<file path="src/rtl/xarith_seq.sv">
module xarith_seq #(
  parameter int AW = 32,
  parameter int DW = 32
) (
  input  logic          clk,
  input  logic          rst_n,
  input  logic          op_valid,
  input  logic [15:0]   op_code,
  output logic          op_ready,
  output logic          op_done,
  output logic          illegal,
  output logic [3:0]    rf_a_sel,
  input  logic [DW-1:0] rf_a_data,
  output logic [3:0]    rf_b_sel,
  input  logic [DW-1:0] rf_b_data,
  output logic          rf_we,
  output logic [3:0]    rf_wsel,
  output logic [DW-1:0] rf_wdata,
  output logic          mem_req,
  output logic          mem_we,
  output logic [AW-1:0] mem_addr,
  output logic [1:0]    mem_size,
  output logic [DW-1:0] mem_wdata,
  input  logic [DW-1:0] mem_rdata,
  input  logic          mem_ack,
  output logic          fu_start,
  output logic          fu_sub,
  output logic [1:0]    fu_size,
  output logic [DW-1:0] fu_src,
  output logic [DW-1:0] fu_dst,
  input  logic          fu_done,
  input  logic [DW-1:0] fu_result
);

  typedef enum logic [2:0] {
    S_IDLE, S_DEC_SRC, S_READ_SRC, S_DEC_DST, S_READ_DST, S_EXEC, S_WRITE, S_DONE
  } st_t;

  function automatic logic [DW-1:0] szmask(input logic [1:0] s);
    case (s)
      2'b00:   szmask = {{(DW-8){1'b0}}, 8'hFF};
      2'b01:   szmask = {{(DW-16){1'b0}}, 16'hFFFF};
      default: szmask = '1;
    endcase
  endfunction

  st_t           state;
  logic          mem_q, sub_q, neg_q, fu_start_q, illegal_q;
  logic [1:0]    sz_q;
  logic [2:0]    src_q, dst_q;
  logic [DW-1:0] opa_q, opb_q, res_q;
  logic [AW-1:0] sadr_q, dadr_q;

  wire [15:0] m1     = op_code & 16'hF138;
  wire is_add_r      = (m1 == 16'hD100);
  wire is_add_m      = (m1 == 16'hD108);
  wire is_sub_r      = (m1 == 16'h9100);
  wire is_sub_m      = (m1 == 16'h9108);
  wire is_neg        = (op_code[15:8] == 8'h40) && (op_code[5:3] == 3'b000);
  wire size_bad      = (op_code[7:6] == 2'b11);
  wire dec_ok        = (is_add_r | is_add_m | is_sub_r | is_sub_m | is_neg) & ~size_bad;
  wire dec_mem       = is_add_m | is_sub_m;
  wire accept        = op_valid && (state == S_IDLE);
  wire [DW-1:0] imask = szmask(op_code[7:6]);
  wire [DW-1:0] qmask = szmask(sz_q);

  wire [AW-1:0] step = (sz_q == 2'b00) ? AW'(1) : (sz_q == 2'b01) ? AW'(2) : AW'(4);
  wire [AW-1:0] lowered = rf_a_data[AW-1:0] - step;

  assign op_ready  = (state == S_IDLE);
  assign op_done   = (state == S_DONE);
  assign illegal   = illegal_q;

  always_comb begin
    case (state)
      S_IDLE:    rf_a_sel = {1'b0, op_code[2:0]};
      S_DEC_SRC: rf_a_sel = {1'b1, src_q};
      S_DEC_DST: rf_a_sel = {1'b1, dst_q};
      default:   rf_a_sel = {1'b0, src_q};
    endcase
  end

  assign rf_b_sel = (state == S_IDLE) ? {1'b0, (is_neg ? op_code[2:0] : op_code[11:9])}
                                      : {1'b0, dst_q};

  assign rf_we   = (state == S_DEC_SRC) || (state == S_DEC_DST) || (state == S_WRITE && !mem_q);
  always_comb begin
    case (state)
      S_DEC_SRC: begin rf_wsel = {1'b1, src_q}; rf_wdata = DW'(lowered); end
      S_DEC_DST: begin rf_wsel = {1'b1, dst_q}; rf_wdata = DW'(lowered); end
      default:   begin
        rf_wsel  = {1'b0, dst_q};
        rf_wdata = (rf_b_data & ~qmask) | (res_q & qmask);
      end
    endcase
  end

  assign mem_req   = (state == S_READ_SRC) || (state == S_READ_DST) || (state == S_WRITE && mem_q);
  assign mem_we    = (state == S_WRITE);
  assign mem_addr  = (state == S_READ_SRC) ? sadr_q : dadr_q;
  assign mem_size  = sz_q;
  assign mem_wdata = res_q;

  assign fu_start = fu_start_q;
  assign fu_sub   = sub_q | neg_q;
  assign fu_size  = sz_q;
  assign fu_src   = opa_q;
  assign fu_dst   = opb_q;

  always_ff @(posedge clk) begin
    if (!rst_n) begin
      state      <= S_IDLE;
      mem_q      <= 1'b0;
      sub_q      <= 1'b0;
      neg_q      <= 1'b0;
      fu_start_q <= 1'b0;
      illegal_q  <= 1'b0;
      sz_q       <= 2'b00;
      src_q      <= '0;
      dst_q      <= '0;
      opa_q      <= '0;
      opb_q      <= '0;
      res_q      <= '0;
      sadr_q     <= '0;
      dadr_q     <= '0;
    end else begin
      fu_start_q <= 1'b0;
      illegal_q  <= 1'b0;
      case (state)
        S_IDLE: if (accept) begin
          if (!dec_ok) begin
            illegal_q <= 1'b1;
          end else begin
            mem_q <= dec_mem;
            sub_q <= is_sub_r | is_sub_m;
            neg_q <= is_neg;
            sz_q  <= op_code[7:6];
            src_q <= op_code[2:0];
            dst_q <= is_neg ? op_code[2:0] : op_code[11:9];
            if (dec_mem) begin
              state <= S_DEC_SRC;
            end else begin
              opa_q      <= rf_a_data & imask;
              opb_q      <= is_neg ? '0 : (rf_b_data & imask);
              fu_start_q <= 1'b1;
              state      <= S_EXEC;
            end
          end
        end
        S_DEC_SRC: begin
          sadr_q <= lowered;
          state  <= S_READ_SRC;
        end
        S_READ_SRC: if (mem_ack) begin
          opa_q <= mem_rdata & qmask;
          state <= S_DEC_DST;
        end
        S_DEC_DST: begin
          dadr_q <= lowered;
          state  <= S_READ_DST;
        end
        S_READ_DST: if (mem_ack) begin
          opb_q      <= mem_rdata & qmask;
          fu_start_q <= 1'b1;
          state      <= S_EXEC;
        end
        S_EXEC: if (fu_done) begin
          res_q <= fu_result & qmask;
          state <= S_WRITE;
        end
        S_WRITE: if (!mem_q || mem_ack) state <= S_DONE;
        default: state <= S_IDLE;
      endcase
    end
  end

endmodule

</file>
<file path="config.mk">
export PLATFORM = sky130hd
export DESIGN_NAME = xarith_seq
export DESIGN_NICKNAME = d
export VERILOG_FILES = /design/src/rtl/xarith_seq.sv
export SDC_FILE = /design/constraint.sdc
export NUM_CORES = 1
export LEC_CHECK = 0
export BUFFER_PORTS_ARGS = -buffer_cell sky130_fd_sc_hd__buf_2
export CAP_MARGIN = 25
export CORE_AREA = 2 2 146 148
export DETAILED_ROUTE_END_ITERATION = 8
export DIE_AREA = 0 0 148 150
export PLACE_DENSITY = 0.87
export SLEW_MARGIN = 20
export SYNTH_ARGS = -nofsm -noshare
export SYNTH_HDL_FRONTEND = slang
export SYNTH_SLANG_ARGS = --single-unit
</file>
<file path="constraint.sdc">
create_clock -name clk -period 2.61 [get_ports clk]
set_input_delay 0.1305 -clock clk [delete_from_list [all_inputs] [get_ports clk]]
set_output_delay 0.1305 -clock clk [all_outputs]
set_load 0.02 [all_outputs]
</file>
==> summary.txt <==
STA
  • Slew headroom: 33.9%
  • Post-route setup TNS: -1.54 ns
  • Number of max-slew violations in the final report: 0
  • Final hold vios: 0
  • RSZ-0062 raised after global routing: yes
  • Period utilization: 107%
  • # setup viols final: 11
  • F_max: 357 MHz
  • Post-route minimum period: 2.80 ns
  • Worst hold slack: 0.00407 ns
  • Worst Max-Slew Pin Slew: 0.991 ns
  • Clock Skew: 0.00921 ns
  • Setup WS post-layout: -0.189 ns

Min path
  • Hold Crit Class: input pin to flip-flop
  • Hold path cells: 3
  • Hold EP: fu_src[25]
  • HP Start: mem_rdata[25]

Synth
  • Main synth FF type: dfxtp_1
  • Post-Syn Area: 9140 um2
  • Top-area cell type share of the netlist area: 38.5%
  • Post-synth EDFFs: 0
  • Syn. warnings: 0
  • Register bit total from synthesis: 176
  • Unique masters post-synth: 59
  • Post-Synthesis Cells: 1,192
  • Largest cells by area after synthesis: dfxtp_1 (39%), nand2_1 (9.6%), a21oi_1 (8.8%)
  • Synth Net Count: 1,345
  • Async S/R FF share, synth: 0%
  • Register area share after synthesis: 38.5%
  • Area leader, netlist: dfxtp_1
  • Mapped Avg Cell Area: 7.67 um2

Detailed routing
  • Drt initial violations: 931
  • Drc violations: 0
  • Final WL: 40,000 um
  • Wirelength per Cell: 21.6 um
  • Vias: 11,000
  • DRT Pass-1 Iters: 6
  • Via/cell ratio: 5.92
  • Post-route ant nets: 0

Clock tree
  • H-tree levels: 4
  • Worst-skew pair later-pin latency: 0.44 ns
  • CTS tree: yes
  • Clock sink total: 176
  • Largest buffer count on any clock path: 2
  • Worst-path clk slew: 0.07 ns
  • Clk Tree Root Cell: clkbuf_16
  • CTS Buf Count: 17

Power
  • LEAKAGE: 5.58 nW
  • Clk pwr share: 20.9%
  • Sequential power share: 29.9%
  • Sw Share: 44.7%
  • Int Power: 7.14 mW
  • Combinational power share: 49.2%
  • Power, Total: 12.9 mW
  • Psw: 5.77 mW
  • Worst vdd ir: 0.505 mV
  • Cell Pwr Density: 997 nW/um2

Floorplanning
  • Die W: 148 um
  • I/O pin total: 333
  • Die Area: 22,200 um2
  • FP Rows: 53
  • Core area: 20,700 um2
  • Die Y: 150 um
  • Initial Util: 44.2%

Layout
  • Most common cell after layout, fill and taps aside: buf_2
  • Fin nets: 1,707
  • Share of cells above drive strength 1: 35.3%
  • Most frequent cells in the layout: buf_2 (312), nand2_1 (230), dfxtp_1 (174)
  • Filler instances: 1,791
  • Synth-to-Final Area Change: 41.7%

Critical path
  • Critical Path End Type: output pin
  • Worst EP arrival: 2.67 ns
  • Reg2reg start: fu_size[0]
  • CP required: 2.48 ns
  • Setup crit start kind: flip-flop
  • Reg2Reg Setup Slack: 0.11 ns
  • CP Class: flip-flop to output pin
  • Worst reg2reg endpoint: sadr_q[20]
  • Critical path fanouts, max: 5
  • R2R cell count: 12

Global route
  • Largest net degree at the start of global routing: 84
  • Gr ovfl total: 0
  • Total global routing track utilization: 34.7%
  • First-pass GRT wire length: 59,500 um
  • Initial antenna violation count: 6
  • Vias in the first global route: 10,200

Outcome
  • Failing checks: setup timing
  • Status: finished with violations

Placed design
  • Final Wtd Congestion: 0.938
  • Port Buffers: 331
  • DP Wirelength: 28,300 um
  • Dpl ws: 0.198 ns

Run
  • Max-cap viol count: 0
metrics by stage:
stage | utilization [%] | cell area [um2] | instances
final | 62.6 | 13000 | 1849
after global routing | 62.6 | 12900 | 1847
after CTS | 61.3 | 12700 | 1835
after detailed placement | 54.7 | 11300 | 1748
after global placement | 54.7 | 11300 | 1748
after floorplan | - | 9250 | 1192
cells in the mapped netlist, types with 6 or more instances:
library cell	count
or3_1	6
nor3_1	6
a211oi_1	49
buf_4	8
inv_1	9
xnor2_1	10
nor4_1	7
a311oi_1	25
nor2_1	45
nand4_1	18
mux2i_1	7
a32oi_1	25
xor2_1	18
a21oi_1	161
dfxtp_1	176
nor2b_1	21
o21ai_0	67
nand3_1	83
buf_2	24
clkbuf_1	74
nand2_1	233
and3_1	15
a211oi_2	12
worst max path at each step:
stage,cells after the start,slack [ns],start,to
floorplan,11,0.02,fu_size[1],rf_wdata[18]
global placement,12,0.29,fu_size[1],rf_wdata[30]
detailed placement,11,0.20,fu_size[0],rf_wdata[28]
CTS,11,-0.17,fu_size[0],rf_wdata[16]
global route,11,-0.30,fu_size[0],rf_wdata[22]
finish,11,-0.19,fu_size[0],rf_wdata[16]
power by group through the flow:
| stage | combinational (mW) | clock [mW] | sequential [mW] |
|---|---|---|---|
| after CTS | 6.17 | 2.71 | 3.84 |
| after global placement | 5.96 | 0 | 3.87 |
| after global routing | 6.78 | 2.82 | 3.93 |
| after floorplan | 3.46 | 0 | 4.48 |
| final | 6.36 | 2.69 | 3.86 |
| after detailed placement | 6.06 | 0 | 3.89 |
cells by family (layout without fill, tap and decap cells):
family | count (synthesis) | in the layout | share of synthesized area, %
AND/OR/NAND/NOR | 475 | 475 | 24.8
AO/OA/AOI/OAI | 375 | 375 | 26.4
flip-flops | 176 | 176 | 38.5
buffers and inverters | 126 | 501 | 6.16
XOR/XNOR | 28 | 28 | 2.68
multiplexers | 7 | 7 | 0.767
adder cells (fa/ha/maj) | 4 | 4 | 0.630
other | 1 | 8 | 0.0410
layout make-up:
type	instances	area, um2	share of cell area [%]
timing repair buffer	458	2930	22.6
sequential	176	3530	27.2
antenna	7	17.5	0.135
multi-input combinational	890	5470	42.3
tap	275	344	2.66
clock inverter	15	183	1.41
clock buffer	17	425	3.28
inverter	11	48.8	0.377
critical path, cell delays in order, from the launching register on:
cell and delay (ns):
dfxtp_4 0.35, or2_4 0.25, clkinv_4 0.07, ha_4 0.13, fa_2 0.23, nor2b_4 0.06, nor4_4 0.29, clkbuf_16 0.23
nand3b_1 0.11, xor2_2 0.19, a21oi_2 0.18, buf_6 0.14
metal layers:
metal	part of all wire, %	track usage [%]	wire length (um)
met3	9.0	6.25	3590
met2	47	56.6	18700
met5	0	0	0
met4	4.7	17.4	1880
met1	39	44.2	15800
state kept, by name (all words and copies together) (netlist names):
name       cells
dadr_q        32
dst_q          3
mem_wdata     32
neg_q          1
illegal        1
state          3
sub_q          1
fu_dst        32
src_q          3
fu_src        32
sadr_q        32
mem_q          1
fu_size        2
fu_start       1
repair_timing:
action / in CTS / in global routing
hold buffers: 49 / 0
buffers inserted: 6 / 7
setup endpoints to repair: 25 / 33
cloned: 1 / 0
pin swaps: 9 / 15
resized for setup: 39 / 46
endpoints found under the hold margin: 49 / 0
(Power assumes the default switching activity.)
